`src/rtl/hwm_gpio_pkg.sv`:
```
// Shared address map and access-target encoding for the half-word masked
// GPIO output register. Assumes a word-addressed request port.
package hwm_gpio_pkg;

    localparam int OFF_OUT_ALL = 0;
    localparam int OFF_OUT_LO  = 1;
    localparam int OFF_OUT_HI  = 2;
    localparam int OFF_OE_ALL  = 3;
    localparam int OFF_OE_LO   = 4;
    localparam int OFF_OE_HI   = 5;
    localparam int NUM_REGS    = 2;

    typedef enum logic [2:0] {
        TGT_NONE    = 3'd0,
        TGT_OUT_ALL = 3'd1,
        TGT_OUT_LO  = 3'd2,
        TGT_OUT_HI  = 3'd3,
        TGT_OE_ALL  = 3'd4,
        TGT_OE_LO   = 3'd5,
        TGT_OE_HI   = 3'd6
    } hwm_target_e;

endpackage

```
`src/rtl/hwm_addr_decode.sv`:
```
// Address decoder: maps a valid request address to one access target.
// Assumes addresses outside the map decode to TGT_NONE; no state is held.
module hwm_addr_decode
    import hwm_gpio_pkg::*;
#(
    parameter int ADDR_W = 4
) (
    input  logic              req_valid,
    input  logic [ADDR_W-1:0] req_addr,
    output hwm_target_e       tgt
);

    // Purpose: combinational address-to-target lookup.
    always_comb begin
        tgt = TGT_NONE;
        if (req_valid) begin
            if      (req_addr == ADDR_W'(OFF_OUT_ALL)) tgt = TGT_OUT_ALL;
            else if (req_addr == ADDR_W'(OFF_OUT_LO))  tgt = TGT_OUT_LO;
            else if (req_addr == ADDR_W'(OFF_OUT_HI))  tgt = TGT_OUT_HI;
            else if (req_addr == ADDR_W'(OFF_OE_ALL))  tgt = TGT_OE_ALL;
            else if (req_addr == ADDR_W'(OFF_OE_LO))   tgt = TGT_OE_LO;
            else if (req_addr == ADDR_W'(OFF_OE_HI))   tgt = TGT_OE_HI;
        end
    end

endmodule

```
`src/rtl/hwm_masked_reg.sv`:
```
// One W-bit register with a whole-word write and two half-word masked
// writes. In a masked write, wdata[W-1:W/2] is the bit mask and
// wdata[W/2-1:0] holds the levels. Assumes at most one strobe per cycle.
module hwm_masked_reg #(
    parameter int W = 32
) (
    input  logic         clk,
    input  logic         rst_n,
    input  logic         wr_all,
    input  logic         wr_lo,
    input  logic         wr_hi,
    input  logic [W-1:0] wdata,
    output logic [W-1:0] q
);

    localparam int H = W / 2;

    logic [W-1:0] nxt;
    logic [H-1:0] mask;
    logic [H-1:0] vals;

    assign mask = wdata[W-1:H];
    assign vals = wdata[H-1:0];

    // One merge slice per half; the half index picks its strobe.
    for (genvar h = 0; h < 2; h++) begin : g_half
        logic sel;
        assign sel = (h == 0) ? wr_lo : wr_hi;
        // Purpose: next value of this half for whole, masked or idle cycles.
        always_comb begin
            if (wr_all)
                nxt[h*H +: H] = wdata[h*H +: H];
            else if (sel)
                nxt[h*H +: H] = (q[h*H +: H] & ~mask) | (vals & mask);
            else
                nxt[h*H +: H] = q[h*H +: H];
        end
    end

    // Purpose: state flop with synchronous active-low clear.
    always_ff @(posedge clk) begin
        if (!rst_n) q <= '0;
        else        q <= nxt;
    end


    reset_clear_chk: assert property (@(posedge clk) !rst_n |=> q == '0);


    whole_load_chk: assert property (@(posedge clk) disable iff (!rst_n)
        wr_all |=> q == $past(wdata));


    lo_alias_upper_keep_chk: assert property (@(posedge clk) disable iff (!rst_n)
        wr_lo |=> q[W-1:H] == $past(q[W-1:H]));


    hi_alias_lower_keep_chk: assert property (@(posedge clk) disable iff (!rst_n)
        wr_hi |=> q[H-1:0] == $past(q[H-1:0]));


    lo_mask_zero_keep_chk: assert property (@(posedge clk) disable iff (!rst_n)
        wr_lo |=> ((q[H-1:0] ^ $past(q[H-1:0])) & ~$past(wdata[W-1:H])) == '0);


    hi_mask_zero_keep_chk: assert property (@(posedge clk) disable iff (!rst_n)
        wr_hi |=> ((q[W-1:H] ^ $past(q[W-1:H])) & ~$past(wdata[W-1:H])) == '0);


    idle_hold_chk: assert property (@(posedge clk) disable iff (!rst_n)
        !(wr_all || wr_lo || wr_hi) |=> $stable(q));

endmodule

```
`src/rtl/hwm_read_mux.sv`:
```
// Read-data selector: whole registers for whole-word targets, the chosen
// half zero-extended for alias targets, zero when nothing is selected.
module hwm_read_mux
    import hwm_gpio_pkg::*;
#(
    parameter int W = 32
) (
    input  hwm_target_e  tgt,
    input  logic [W-1:0] q_out,
    input  logic [W-1:0] q_oe,
    output logic [W-1:0] rd_data
);

    localparam int H = W / 2;

    // Purpose: combinational read-data select.
    always_comb begin
        rd_data = '0;
        unique case (tgt)
            TGT_OUT_ALL: rd_data = q_out;
            TGT_OUT_LO:  rd_data[H-1:0] = q_out[H-1:0];
            TGT_OUT_HI:  rd_data[H-1:0] = q_out[W-1:H];
            TGT_OE_ALL:  rd_data = q_oe;
            TGT_OE_LO:   rd_data[H-1:0] = q_oe[H-1:0];
            TGT_OE_HI:   rd_data[H-1:0] = q_oe[W-1:H];
            default:     rd_data = '0;
        endcase
    end

endmodule

```
`src/rtl/hwm_gpio_out.sv`:
```
// Top of the half-word masked GPIO output register. It decodes the request,
// updates the value and enable registers and drives the pads from their flops.
// Assumes NUM_PINS is even, and that a read is requested with req_write low.
module hwm_gpio_out
    import hwm_gpio_pkg::*;
#(
    parameter int NUM_PINS = 32,
    parameter int ADDR_W   = 4
) (
    input  logic                clk,
    input  logic                rst_n,
    input  logic                req_valid,
    input  logic                req_write,
    input  logic [ADDR_W-1:0]   req_addr,
    input  logic [NUM_PINS-1:0] req_wdata,
    output logic [NUM_PINS-1:0] rd_data,
    output logic [NUM_PINS-1:0] pad_out,
    output logic [NUM_PINS-1:0] pad_oe
);

    hwm_target_e tgt;
    logic [NUM_REGS-1:0][NUM_PINS-1:0] q;

    hwm_addr_decode #(.ADDR_W(ADDR_W)) u_dec (
        .req_valid (req_valid),
        .req_addr  (req_addr),
        .tgt       (tgt)
    );

    // Index 0 is the value register, index 1 the enable register.
    for (genvar r = 0; r < NUM_REGS; r++) begin : g_reg
        localparam hwm_target_e T_ALL = (r == 0) ? TGT_OUT_ALL : TGT_OE_ALL;
        localparam hwm_target_e T_LO  = (r == 0) ? TGT_OUT_LO  : TGT_OE_LO;
        localparam hwm_target_e T_HI  = (r == 0) ? TGT_OUT_HI  : TGT_OE_HI;
        hwm_masked_reg #(.W(NUM_PINS)) u_reg (
            .clk    (clk),
            .rst_n  (rst_n),
            .wr_all (req_write && tgt == T_ALL),
            .wr_lo  (req_write && tgt == T_LO),
            .wr_hi  (req_write && tgt == T_HI),
            .wdata  (req_wdata),
            .q      (q[r])
        );
    end

    hwm_read_mux #(.W(NUM_PINS)) u_rmux (
        .tgt     (tgt),
        .q_out   (q[0]),
        .q_oe    (q[1]),
        .rd_data (rd_data)
    );

    assign pad_out = q[0];
    assign pad_oe  = q[1];


    unmapped_read_zero_chk: assert property (@(posedge clk) disable iff (!rst_n)
        (!req_valid || req_addr > ADDR_W'(OFF_OE_HI)) |-> rd_data == '0);


    unmapped_write_ignored_chk: assert property (@(posedge clk) disable iff (!rst_n)
        (req_valid && req_write && req_addr > ADDR_W'(OFF_OE_HI))
        |=> ($stable(pad_out) && $stable(pad_oe)));


    oe_whole_load_chk: assert property (@(posedge clk) disable iff (!rst_n)
        (req_valid && req_write && req_addr == ADDR_W'(OFF_OE_ALL))
        |=> pad_oe == $past(req_wdata));

endmodule

```
`config.mk`:
```
export PLATFORM = sky130hd
export DESIGN_NAME = hwm_gpio_out
export DESIGN_NICKNAME = d
export VERILOG_FILES = /design/src/rtl/hwm_gpio_pkg.sv /design/src/rtl/hwm_addr_decode.sv /design/src/rtl/hwm_masked_reg.sv /design/src/rtl/hwm_read_mux.sv /design/src/rtl/hwm_gpio_out.sv
export SDC_FILE = /design/constraint.sdc
export NUM_CORES = 1
export LEC_CHECK = 0
export ABC_AREA = 1
export BUFFER_PORTS_ARGS = -buffer_cell sky130_fd_sc_hd__buf_2
export CAP_MARGIN = 20
export CORE_ASPECT_RATIO = 2
export CORE_MARGIN = 2
export CORE_UTILIZATION = 34
export CTS_CLUSTER_DIAMETER = 50
export DETAILED_ROUTE_END_ITERATION = 16
export PLACE_DENSITY = 0.63
export SLEW_MARGIN = 30
export SYNTH_ARGS = -nofsm -noshare
export SYNTH_HDL_FRONTEND = slang
export SYNTH_SLANG_ARGS = --single-unit
export TNS_END_PERCENT = 5
```
`constraint.sdc`:
```
create_clock -name clk -period 2.12 [get_ports clk]
set_input_delay 0.424 -clock clk [delete_from_list [all_inputs] [get_ports clk]]
set_output_delay 0.424 -clock clk [all_outputs]
set_load 0.02 [all_outputs]
```
* Word-level counts from Yosys, hierarchy flattened
Cells that the tools add are included.
** Cells by class
- Equality and inequality tests :: 11
- Multiplexer cells :: 17
- Bitwise gates (word level) :: 10
- Reduce and logical (&&, ||, !) cells :: 13
** Operators with widths (number)
- 2-to-1 mux 16 bit :: 8
- bitwise AND 16 bit :: 5
- OR 16 bit :: 4
- one-hot mux 16 bit (4 select lines) :: 1
- one-hot mux 16 bit (2 select lines) :: 1
- 2-to-1 mux 3 bit :: 7
- inverter 16 bit :: 1
- equality test 3 bit, second input constant :: 3
- equality test 4 x 2 -> 1 bit, second input constant :: 2
- equality test 4 x 3 -> 1 bit, second input constant :: 2
- nonzero test 2 bit :: 4
- equality test 3 x 2 -> 1 bit, second input constant :: 2
- logical AND 1 bit :: 6
- equality test 4 x 1 -> 1 bit, second input constant :: 1
- zero test 4 bit :: 1
- OR reduction 2 bit :: 2
- equality test 3 x 1 -> 1 bit, second input constant :: 1
** Storage, ports and cells
- Register bits after elaboration :: 64
- Input port bits :: 40
- Word-level logic and storage cells :: 55

* Longest topological paths before layout
- Word-level depth :: 12
- Depth in mapped cells :: 12
- Gate-level depth less buffers :: 10

* Modules after synthesis
A second synthesis with hierarchy kept.
** Second synthesis, totals
- Cell total of the unflattened synthesis :: 696
- Area, all modules :: 4296.6 um^2
** By module, submodules not included
- hwm_masked_reg :: instances 2, cells each 242, area an instance 1632.8 um^2, sequential area each 640.6 um^2
- hwm_read_mux :: instances 1, cells each 180, area an instance 902.1 um^2, sequential area each 0.0 um^2
- hwm_addr_decode :: instances 1, cells each 17, area an instance 72.6 um^2, sequential area each 0.0 um^2
- hwm_gpio_out :: instances 1, cells each 15, area an instance 56.3 um^2, sequential area each 0.0 um^2

* Worst setup path before layout
OpenSTA, ideal clock, no wires.
- Path type :: input -> output
- From :: in req_addr[1]
- To :: out rd_data[18]
- Arrival time :: 1.714 ns
- Data required time :: 1.696 ns
- Path slack :: -0.018 ns
- Cell stages on the path :: 8
- Buffers on the path :: 1
- Cells stage by stage :: inv_1 nand2_1 nand2_2 nor2_8 buf_6 nor3_1 inv_2 o21ai_0
** On the way
- Longest elaborated chain between the ends :: 10
- Elaborated cells on any way between the ends :: 16
- Those cells by class :: eq/ne (7); mux (8); reduce/logical (1)
** Ends and longest elaborated chain
- start: declaration :: line hwm_gpio_out.sv:14 : input logic [ADDR_W-1:0] req_addr,
- equality test 4 x 3 -> 1 bit :: line hwm_addr_decode.sv:22 : else if (req_addr == ADDR_W'(OFF_OE_HI)) tgt = TGT_OE_HI;
- 2-to-1 mux 3 bit :: line hwm_addr_decode.sv:22
- 2-to-1 mux 3 bit :: line hwm_addr_decode.sv:21 : else if (req_addr == ADDR_W'(OFF_OE_LO)) tgt = TGT_OE_LO;
- 2-to-1 mux 3 bit :: line hwm_addr_decode.sv:20 : else if (req_addr == ADDR_W'(OFF_OE_ALL)) tgt = TGT_OE_ALL;
- 2-to-1 mux 3 bit :: line hwm_addr_decode.sv:19 : else if (req_addr == ADDR_W'(OFF_OUT_HI)) tgt = TGT_OUT_HI;
- 2-to-1 mux 3 bit :: line hwm_addr_decode.sv:18 : else if (req_addr == ADDR_W'(OFF_OUT_LO)) tgt = TGT_OUT_LO;
- 2-to-1 mux 3 bit * :: line hwm_addr_decode.sv:17 : if (req_addr == ADDR_W'(OFF_OUT_ALL)) tgt = TGT_OUT_ALL;
- 2-to-1 mux 3 bit * :: line hwm_addr_decode.sv:16 : if (req_valid) begin
- equality test 3 bit / equality test 3 x 1 -> 1 bit (equally long branches) :: line hwm_read_mux.sv:19 : unique case (tgt)
- one-hot mux 16 bit (2 select lines) * :: line hwm_read_mux.sv:19
- end: declaration :: line hwm_gpio_out.sv:16 : output logic [NUM_PINS-1:0] rd_data,
Every way passes the cells marked *; elsewhere a longest branch is shown, timed or not.

* Worst setup path in the final report
- From :: in req_valid
- To :: out rd_data[19]
** On the way
- Longest elaborated chain between the ends :: 3
- Elaborated cells on any way between the ends :: 4
- Those cells by class :: eq/ne (2); mux (2)
** Ends and longest elaborated chain
- start: declaration :: line hwm_gpio_out.sv:12 : input logic req_valid,
- 2-to-1 mux 3 bit * :: line hwm_addr_decode.sv:16
- equality test 3 bit / equality test 3 x 1 -> 1 bit (equally long branches) :: line hwm_read_mux.sv:19
- one-hot mux 16 bit (2 select lines) * :: line hwm_read_mux.sv:19
Marked as above.

==> run_results.csv <==
group,metric,value,unit
setup_path,reg2reg_depth,2,
synth,syn-num-nets,608,
clock_tree,cts_tree,"done",
detailed_routing,ant_nets,0,
global_route,grt_pass1_vias,4710,
timing,whs,348,ps
timing,finalHoldViolCount,0,
synth,yosysTopAreaCellShare,31.6,%
global_route,grt_use_total,25.0,%
detailed_routing,firstDrtPassIters,6,
floorplan,dieArea,0.0129,sq mm
floorplan,start_util,34.6,%
timing,rsz0062_at_grt,"true",
final_layout,stdcell_count,889,
setup_path,worstSetupEndpointType,"output pin",
timing,worst_pin_slew,464,ps
detailed_routing,via_per_inst,5.43,
final_layout,fill_cells,1148,
pwr,ir_worst_vdd,0.454,mV
floorplan,rows,56,
place,placed_area,0.00506,sq mm
floorplan,die_w,81.2,um
synth,synth_common_cells,"nand2_1, nor2_1, dfxtp_1, inv_1, a21oi_1",
final_layout,post-route-util,49.4,%
min_path,hp-class,"input pin to flop",
detailed_routing,wl,15800,um
timing,setup_violations,31,
synth,syn_inst,568,
clock_tree,cts_buffers,9,
floorplan,io_pins,136,
clock_tree,hold_buffers,0,
setup_path,cp-startpoint,"req_valid",
final_layout,diodes,0,
clock_tree,cts.sinks,64,
setup_path,cp_slowest_cell,"nor3_4",
timing,fin_worst_skew,0,ps
pwr,leakage,2.57,nW
synth,synth_flop_cell,"dfxtp_1",
synth,synth_cell_types,31,
clock_tree,cts_max_level,3,
place,dp_hpwl,11400,um
clock_tree,insertion_delay,340,ps
detailed_routing,initialDrtViolationCount,401,
floorplan,core_region_area,0.0117,sq mm
timing,layout_min_cycle_time,2220,ps
synth,async_reset_ff_share,0,%
timing,drv_slew,0,
timing,setup_tns,-1320,ps
run,maxCapViolCount,0,
setup_path,r2r_slack,1390,ps
place,gp_congestion,0.876,
final_layout,final_area,0.00578,sq mm
final_layout,drive_gt1_share,39.5,%
setup_path,critPathMaxFanout,5,
clock_tree,clkSlewWorstSetupHoldPaths,60,ps
setup_path,criticalPathCategory,"input pin to output pin",
detailed_routing,vias,4827,
pwr,power_density,579,mW/mm^2
status,status,"finished, violations left",
global_route,grt_overflow,0,
place,dp_cells,863,
setup_path,startpoint_type,"input pin",
global_route,antenna_found_initial,0,
synth,ys_warn_count,0,
global_route,grt_start_max_net_pins,33,
setup_path,cp_cell_sequence,"buf_2, inv_2, nor2_1, nand2_2, inv_2, nor3_4, clkinvlp_4, buf_6, o21ai_2, buf_6",
detailed_routing,drc,0,
synth,synth_area,0.00405,sq mm
synth,ys_seq_area_share,31.6,%
clock_tree,cts_buffer_depth,2,
setup_path,endpoint,"rd_data[19]",
timing,layout_setup_ws,-102,ps
global_route,grt_pass1_wl,24100,um
setup_path,required,1700,ps
setup_path,worstPathArrival,1800,ps
timing,fmax,450,MHz
synth,yosysMostFrequentCell,"nand2_1",
synth,ys_ff_latch,64,
clock_tree,cts-root-buf,"clkbuf_16",
synth,netlist_top_cells_area,"dfxtp_1, nand2_1, o211ai_1",
timing,maxSlewHeadroom,69.0,%
final_layout,area_delta_synth_final,42.8,%
final_layout,num-nets-final,779,
synth,syn_avg_cell_area,7.13,sq um
synth,synth_edf_count,0,
timing,period_share,105,%
floorplan,fp.dieH,158,um
place,port_buffers,135,
synth,synth_top_area_cell,"dfxtp_1",
detailed_routing,route.detailed.wl_per_inst,17.8,um
setup_path,max_stage_delay,330,ps
status,violations,"negative setup slack",
-- worst max-delay path, delay by kind of cell --
kind,cells,cell delay [ps]
AOI/OAI and AO/OA,1,150
and+or+nand+nor,3,500
buffers and inverters,6,720
-- metal layers --
metal / vias up / global-route usage, % / wire (um)
met2: 223 / 44.9 / 8450
met5: - / 0 / 0
met1: 2280 / 27.3 / 5770
met3: 51 / 3.17 / 889
li1: 2273 / - / -
met4: 0 / 14.5 / 696
-- report_power, final --
part           internal, mW  total [mW]  switching (mW)
clock                 0.971        1.53           0.561
sequential             1.23        1.26          0.0299
combinational         0.195       0.550           0.356
-- how the worst min path moves through the flow --
| stage | startpoint | slack (ps) | cells after the start | to |
|---|---|---|---|---|
| after global placement | flop | 470 | 2 | flop |
| after floorplan | flop | 550 | 2 | flop |
| after detailed placement | flop | 470 | 2 | flop |
| after CTS | rst_n | 340 | 3 | flop |
| final | rst_n | 350 | 3 | flop |
| after global routing | rst_n | 360 | 3 | flop |
-- timing repair --
action                     4_1_cts  5_1_grt
gates cloned                     1        0
buffers inserted                 9        0
hold endpoints to repair         0        0
pin swaps                        8        1
gates resized for setup         71       34
setup endpoints to repair       32       32
-- cell usage in the layout, fill, tap and decap left out, types with 4 or more instances in the layout --
| cell type | instances |
|---|---|
| a21oi_1 | 39 |
| buf_4 | 62 |
| nand2_1 | 123 |
| nand3_2 | 13 |
| a21oi_2 | 10 |
| inv_2 | 4 |
| o2111ai_1 | 4 |
| nand2_2 | 12 |
| nor2_4 | 7 |
| clkbuf_16 | 9 |
| o21ai_2 | 12 |
| inv_1 | 51 |
| o211ai_2 | 4 |
| nand3_1 | 22 |
| buf_2 | 100 |
| buf_6 | 26 |
| clkinv_2 | 4 |
| dfxtp_1 | 64 |
| nor2_1 | 67 |
| o211ai_1 | 38 |
| o31ai_1 | 16 |
| a22oi_1 | 23 |
-- kinds of logic after synthesis --
family / count (synthesis) / synth area share [%]
AND/OR/NAND/NOR: 256 / 29.9
AO/OA/AOI/OAI: 156 / 27.4
buffers and inverters: 92 / 11.1
flip-flops: 64 / 31.6
-- through the flow --
step                      setup WS (ps)  total power, mW
after floorplan                   -18.0             1.58
after global placement             -138             1.78
after detailed placement           -207             1.79
after CTS                          -100             3.34
after global routing               -184             3.45
final                              -102             3.35
-- final cells by class --
| type | count | area [sq um] | share of cell area, % |
|---|---|---|---|
| multi-input cells | 412 | 2440 | 42.2 |
| repair buffers | 192 | 1330 | 23.1 |
| flip-flops and latches | 64 | 1280 | 22.2 |
| clock buffers | 11 | 253 | 4.37 |
| inverters | 59 | 230 | 3.98 |
| well taps | 145 | 181 | 3.14 |
| clock inverters | 5 | 53.8 | 0.930 |
| repair inverters | 1 | 7.51 | 0.130 |
Power figures use the tool's default switching activity.
